===== config.mk =====
export PLATFORM = sky130hd
export DESIGN_NAME = nsemu_status
export DESIGN_NICKNAME = d
export VERILOG_FILES = /design/src/rtl/nsemu_pkg.sv /design/src/rtl/nsemu_rd_detect.sv /design/src/rtl/nsemu_prot_win.sv /design/src/rtl/nsemu_toggle.sv /design/src/rtl/nsemu_status.sv
export SDC_FILE = /design/constraint.sdc
export NUM_CORES = 1
export LEC_CHECK = 0
export ABC_AREA = 1
export BUFFER_PORTS_ARGS = -buffer_cell sky130_fd_sc_hd__buf_2
export CAP_MARGIN = 10
export CORE_MARGIN = 1.5
export CORE_UTILIZATION = 29
export CTS_CLUSTER_DIAMETER = 60
export DETAILED_ROUTE_END_ITERATION = 7
export PLACE_DENSITY = 0.63
export SYNTH_ARGS = -nofsm -noshare
export SYNTH_HDL_FRONTEND = slang
export SYNTH_SLANG_ARGS = --single-unit

===== constraint.sdc =====
create_clock -name clk -period 3.8 [get_ports clk]
set_input_delay 0.19 -clock clk [delete_from_list [all_inputs] [get_ports clk]]
set_output_delay 0.19 -clock clk [all_outputs]
set_load 0.03 [all_outputs]

===== src/rtl/nsemu_pkg.sv =====
package nsemu_pkg;

    typedef enum logic [2:0] {
        MODE_IDLE   = 3'd0,
        MODE_PROG   = 3'd1,
        MODE_ERASE  = 3'd2,
        MODE_ESUSP  = 3'd3,
        MODE_ESPROG = 3'd4
    } op_mode_e;

    typedef struct packed {
        logic poll;
        logic tog6;
        logic fail;
        logic rsv4;
        logic rsv3;
        logic tog2;
        logic rsv1;
        logic rsv0;
    } status_t;

    // modes in which an embedded algorithm is actually running
    function automatic logic mode_running(input op_mode_e m);
        return (m == MODE_PROG) || (m == MODE_ERASE) || (m == MODE_ESPROG);
    endfunction

    // modes in which the erase-sector toggle is live
    function automatic logic mode_erase_view(input op_mode_e m);
        return (m == MODE_ERASE) || (m == MODE_ESUSP);
    endfunction

endpackage


===== src/rtl/nsemu_rd_detect.sv =====
module nsemu_rd_detect (
    input  logic clk,
    input  logic rst,
    input  logic ce_n,
    input  logic oe_n,
    output logic rd_start
);
    logic act;
    logic act_q;

    assign act = ~ce_n & ~oe_n;

    always_ff @(posedge clk) begin
        if (rst) act_q <= 1'b0;
        else     act_q <= act;
    end

    assign rd_start = act & ~act_q;
endmodule


===== src/rtl/nsemu_prot_win.sv =====
module nsemu_prot_win #(
    parameter int WIN_CYC = 50
) (
    input  logic clk,
    input  logic rst,
    input  logic start,
    output logic active
);
    localparam int CNT_W = $clog2(WIN_CYC + 1);
    localparam logic [CNT_W-1:0] LOAD = CNT_W'(WIN_CYC);

    logic [CNT_W-1:0] cnt;

    always_ff @(posedge clk) begin
        if (rst)              cnt <= '0;
        else if (start)       cnt <= LOAD;
        else if (cnt != '0)   cnt <= cnt - 1'b1;
    end

    assign active = (cnt != '0);
endmodule


===== src/rtl/nsemu_toggle.sv =====
module nsemu_toggle #(
    parameter int NSECT = 8,
    localparam int SECT_W = (NSECT > 1) ? $clog2(NSECT) : 1
) (
    input  logic              clk,
    input  logic              clear,
    input  logic              flip6,
    input  logic              flip2_ok,
    input  logic [NSECT-1:0]  erase_sel,
    input  logic [SECT_W-1:0] rd_sector,
    output logic              tog6,
    output logic              tog2
);
    logic [NSECT-1:0] hit;
    logic             sel_hit;

    for (genvar i = 0; i < NSECT; i++) begin : g_sect
        assign hit[i] = erase_sel[i] && (rd_sector == SECT_W'(i));
    end

    assign sel_hit = |hit;

    always_ff @(posedge clk) begin
        if (clear) begin
            tog6 <= 1'b0;
            tog2 <= 1'b0;
        end else begin
            if (flip6)              tog6 <= ~tog6;
            if (flip2_ok && sel_hit) tog2 <= ~tog2;
        end
    end
endmodule


===== src/rtl/nsemu_status.sv =====
module nsemu_status
    import nsemu_pkg::*;
#(
    parameter int NSECT   = 8,
    parameter int CLK_MHZ = 50,
    parameter int WIN_NS  = 1000,
    localparam int SECT_W = (NSECT > 1) ? $clog2(NSECT) : 1,
    localparam int WIN_CYC = (CLK_MHZ * WIN_NS / 1000 > 0) ? CLK_MHZ * WIN_NS / 1000 : 1
) (
    input  logic              clk,
    input  logic              rst,
    input  logic [2:0]        op_mode,
    input  logic              cmd_end,
    input  logic              prog_protected,
    input  logic              limit_hit,
    input  logic [NSECT-1:0]  erase_sel,
    input  logic              ce_n,
    input  logic              oe_n,
    input  logic [SECT_W-1:0] rd_sector,
    output logic [7:0]        dq,
    output logic              is_status
);
    op_mode_e mode;
    logic     rd_start;
    logic     win_active;
    logic     array_mode;
    logic     armed;
    logic     poll_q;
    logic     fail_q;
    logic     stat_q;
    logic     tog6;
    logic     tog2;
    logic     flip6;
    logic     flip2_ok;
    status_t  sbyte;

    assign mode = op_mode_e'(op_mode);

    nsemu_rd_detect u_rd (
        .clk      (clk),
        .rst      (rst),
        .ce_n     (ce_n),
        .oe_n     (oe_n),
        .rd_start (rd_start)
    );

    nsemu_prot_win #(.WIN_CYC(WIN_CYC)) u_win (
        .clk    (clk),
        .rst    (rst),
        .start  (cmd_end & prog_protected),
        .active (win_active)
    );

    assign array_mode = (mode == MODE_IDLE) && !win_active;
    assign flip6      = rd_start && !array_mode && (mode_running(mode) || win_active);
    assign flip2_ok   = rd_start && !array_mode && mode_erase_view(mode) && armed;

    nsemu_toggle #(.NSECT(NSECT)) u_tog (
        .clk       (clk),
        .clear     (rst | array_mode),
        .flip6     (flip6),
        .flip2_ok  (flip2_ok),
        .erase_sel (erase_sel),
        .rd_sector (rd_sector),
        .tog6      (tog6),
        .tog2      (tog2)
    );

    always_ff @(posedge clk) begin
        if (rst)             armed <= 1'b0;
        else if (cmd_end)    armed <= 1'b1;
        else if (array_mode) armed <= 1'b0;
    end

    always_ff @(posedge clk) begin
        if (rst || array_mode) begin
            poll_q <= 1'b0;
            fail_q <= 1'b0;
            stat_q <= 1'b0;
        end else if (rd_start) begin
            poll_q <= (mode == MODE_ESUSP);
            fail_q <= limit_hit && mode_running(mode);
            stat_q <= 1'b1;
        end
    end

    always_comb begin
        sbyte      = '0;
        sbyte.poll = poll_q;
        sbyte.tog6 = tog6;
        sbyte.fail = fail_q;
        sbyte.tog2 = tog2;
    end

    assign dq        = sbyte;
    assign is_status = stat_q;
endmodule


==> flow_results.org <==
** Setup path
- On the worst path, the slowest cell contributes a delay of approximately 0.31 ns.
- Largest driver fanout on the critical path :: 5
- Crit Path Category :: reg -> reg
- Reg2reg start :: u_win.cnt[0]$_SDFFE_PP0P_
- STA classifies the critical path startpoint as a flip-flop.
- Cell depth of the worst flop-to-flop path :: 9
- The endpoint identified for the worst register-to-register timing path is armed$_SDFFE_PP0P_.
- R2R setup slack :: 2.39 ns
- CP Capture Type :: flip-flop
- The largest individual stage delay along the critical path comes from the cell sky130_fd_sc_hd__dfxtp_1.
- Critical Path AT :: between 1.5 and 2 ns
- Cell Chain, Critical Path :: inv_1 -> ha_1 -> nand3_2 -> nor2_4 -> inv_2 -> o21ai_4 -> inv_2 -> nand2_1 -> nand2_1
- Required time of the critical path :: about 4 ns

** STA
- Final count of negative-setup-slack endpoints :: 0
- The final count of pins violating max slew is 0.
- Worst clock skew :: 0.000540 ns
- Sum of negative setup slack :: 0 ns
- Final clock period utilization by the worst path :: roughly 37%
- Setup repair after global routing missed its margin :: false
- Hold violation count in the final report :: 0
- Highest achievable clock rate :: approximately 700 MHz
- Final critical path time including I/O delays and setup :: about 1.4 ns
- In the post-route analysis, the smallest setup slack over all paths is 2.39 ns.

** GRT
- The number of antenna violations at the first check in global routing was 0.
- Summed over all layers, the global routing overflow is 0.
- Global-route wire length before repair :: 2530 um
- The via count of the first global-routing pass was ~650.
- Tot GR Track Use :: between 10% and 20%
- Pin count of the biggest net entering global routing :: 8

** Yosys
- Leading cell types by total area after synthesis :: sky130_fd_sc_hd__dfxtp_1 34%, sky130_fd_sc_hd__nand2_1 14%, sky130_fd_sc_hd__buf_4 7.8%, sky130_fd_sc_hd__nand3_1 7.2%, sky130_fd_sc_hd__inv_1 6.4%
- Post-synthesis area per instance :: between 6 and 7 um2
- Synthesized instance count :: around 120
- Counting flops and latches in the post-synthesis netlist gives 13.
- Yosys printed 0 warnings.
- Of the post-synthesis cell area, the dominant cell type holds 33.9%.
- Sequential elements use about 34% of the synthesized area.
- Post-synthesis cell area :: between 700 and 800 um2
- Cell accounting for the most synthesized area :: sky130_fd_sc_hd__dfxtp_1
- After synthesis, the netlist uses 22 different library cells.

** Finish
- Leaving out fill and tap cells, the most frequent cells in the layout are 28 x sky130_fd_sc_hd__nand2_1, 25 x sky130_fd_sc_hd__buf_2, 13 x sky130_fd_sc_hd__inv_1, 13 x sky130_fd_sc_hd__dfxtp_1.
- The area growth from synthesis to layout is 18.2%.
- Antenna diode count :: 0
- The library cell used most frequently in the layout, excluding fill and tap cells, is sky130_fd_sc_hd__nand2_1.
- Number of nets at the end of the flow :: 164
- Cells with a size suffix above 1 make up between 20% and 30% of the layout.
- Final Core Density :: between 30% and 40%

** Placed design
- Routability-driven placement finished with a final weighted congestion of ~0.9.
- Buffers added on ports :: 25
- Placed wire-length estimate :: around 1300 um
- Place WS :: ~2.4 ns

** Status
- The flow ran to the end, and the final reports show no timing, DRC or antenna violations.

** Min path
- The worst hold path terminates at u_rd.act_q$_SDFF_PP0_.
- The tightest min-delay check is of the in -> reg type.
- Counting instances, the worst hold path has a depth of 2.
- Hold Crit Start :: rst

** Pwr
- Register share of total power :: 37.9%
- Summed over all cells, the static leakage comes to approximately 0.48 nW.
- Summed over all nets, the switching power comes to between 0.0002 and 0.00025 W.
- Clock network fraction of total power :: roughly 17%
- Net switching is between 40% and 50% of the power.
- Worst VDD drop :: approximately 0.00026 V
- Design internal power :: approximately 0.00028 W
- Of the total power, combinational logic draws about 45%.
- Dividing total power by cell area gives a power density of between 500 and 600 nW/um2.

** Clocking
- Number of buffers on the longest clock path :: 2
- CTS placed an instance of sky130_fd_sc_hd__clkbuf_4 at the clock tree root.
- Clock-pin slew of the registers on the worst-case setup and hold paths :: about 0.07 ns
- CTS saw 13 sinks.
- Buffers inserted to repair hold after CTS numbered 0.
- TritonCTS built the clock tree.
- Post CTS Setup Buffer Count :: 0
- At the later pin of the worst-skew pair, clock insertion delay measures between 0.2 and 0.3 ns.
- Post-CTS repair changed the size of 0 cells.
- Clock tree synthesis inserted a total of 3 buffers.
- H-tree Lvls :: 1

** Detailed routing
- DR DRC count :: 0
- Drt initial violations :: 10
- Via count of the routed design :: between 700 and 800
- For this run, the detailed router's first-pass iteration total came to 4.
- Antenna Nets Post-Route :: 0
- WL per Instance :: just over 9 um
- Detailed Route WL :: approximately 1600 um
- Routed via count divided by cell count :: ~4.5

** Die
- After floorplanning, the core was sized to cover between 2000 and 2500 um2.
- Cell row count :: 18
- Top-level I/O count :: 30
- Starting density of the core :: a little over 30%
- Height of the die :: between 50 and 60 um
- DIE AREA :: about 3000 um2
- From left edge to right edge, the die measures between 50 and 60 um.

** Flow run
- Number of violations of the max-capacitance limit :: 0
==> final cells by class <==
| type | count | area, um2 |
|---|---|---|
| well taps | 30 | 37.5 |
| multi-input cells | 80 | 388 |
| fillers | 285 | 1590 |
| clock buffers | 4 | 26.3 |
| inverters | 19 | 71.3 |
| repair buffers | 25 | 125 |
| flip-flops and latches | 13 | 260 |
==> sequential cells by signal, indices dropped and copies added, names as in the netlist <==
name and cells:
u_win.cnt 6, armed 1, fail_q 1, is_status 1
poll_q 1, u_rd.act_q 1, u_tog.tog2 1, u_tog.tog6 1
==> metrics by stage <==
stage | area [um2] | std cells | total power, W | hold WS [ns]
detailed placement | 882 | 167 | 0.000406 | 0.372
CTS | 908 | 171 | 0.000490 | 0.0715
floorplan | 779 | 120 | 0.000361 | 0.261
global placement | 882 | 167 | 0.000395 | 0.362
global route | 908 | 171 | 0.000531 | 0.0904
finish | 908 | 171 | 0.000486 | 0.0798
==> worst max-delay path by stage <==
| stage | cells past startpoint | startpoint | slack [ns] | endpoint |
|---|---|---|---|---|
| detailed placement | 9 | u_win.cnt[0]$_SDFFE_PP0P_ | 2.39 | armed$_SDFFE_PP0P_ |
| CTS | 9 | u_win.cnt[0]$_SDFFE_PP0P_ | 2.38 | armed$_SDFFE_PP0P_ |
| floorplan | 9 | u_win.cnt[0]$_SDFFE_PP0P_ | 2.53 | u_tog.tog2$_SDFFE_PP0P_ |
| global route | 9 | u_win.cnt[0]$_SDFFE_PP0P_ | 2.26 | u_tog.tog2$_SDFFE_PP0P_ |
| global placement | 9 | u_win.cnt[0]$_SDFFE_PP0P_ | 2.47 | u_tog.tog2$_SDFFE_PP0P_ |
| finish | 9 | u_win.cnt[0]$_SDFFE_PP0P_ | 2.39 | armed$_SDFFE_PP0P_ |
==> logic make-up (layout without fill, tap and decap cells) <==
family | count (synthesis) | after routing | share of synthesized area (%)
buf+inv | 27 | 48 | 17.1
flops | 13 | 13 | 33.9
compound gates | 15 | 15 | 11.6
other cells | 1 | 4 | 0.488
simple gates | 60 | 60 | 35.3
fa+ha+maj | 1 | 1 | 1.63
==> critical path: cells and delay by family (launching register included) <==
| family | cells | cell delay [ns] |
|---|---|---|
| and+or+nand+nor | 4 | 0.37 |
| DFF | 1 | 0.31 |
| buffers and inverters | 3 | 0.24 |
| adders and majority gates | 1 | 0.21 |
| AOI/OAI and AO/OA | 1 | 0.18 |
==> routing by layer <==
metal	track usage [%]	routed length, um
met3	2.19	122
met1	12.7	698
met4	6.25	35
met2	21.3	733
met5	0	0
==> cell usage after synthesis <==
cell type                   n
sky130_fd_sc_hd__nor2_1    11
sky130_fd_sc_hd__clkinv_1   1
sky130_fd_sc_hd__conb_1     1
sky130_fd_sc_hd__o211ai_1   1
sky130_fd_sc_hd__nor2_4     1
sky130_fd_sc_hd__nand3b_1   1
sky130_fd_sc_hd__inv_2      5
sky130_fd_sc_hd__a21oi_1    6
sky130_fd_sc_hd__and3_1     1
sky130_fd_sc_hd__dfxtp_1   13
sky130_fd_sc_hd__nand3_2    1
sky130_fd_sc_hd__buf_4      8
sky130_fd_sc_hd__nand2_1   28
sky130_fd_sc_hd__ha_1       1
sky130_fd_sc_hd__inv_1     13
sky130_fd_sc_hd__nand3_1   11
sky130_fd_sc_hd__or2_2      1
sky130_fd_sc_hd__o21ai_0    7
sky130_fd_sc_hd__o21ai_4    1
sky130_fd_sc_hd__nand2_2    1
sky130_fd_sc_hd__nor3_1     2
sky130_fd_sc_hd__nand4_1    2
==> power by group through the flow <==
stage | clock network, W | registers [W] | logic [W]
6_report | 0.0000831 | 0.000184 | 0.000219
5_1_grt | 0.0000939 | 0.000189 | 0.000248
4_1_cts | 0.0000871 | 0.000185 | 0.000218
3_5_place_dp | 0 | 0.000188 | 0.000218
3_3_place_gp | 0 | 0.000187 | 0.000208
2_1_floorplan | 0 | 0.000185 | 0.000175
Power figures use the tool's default switching activity.
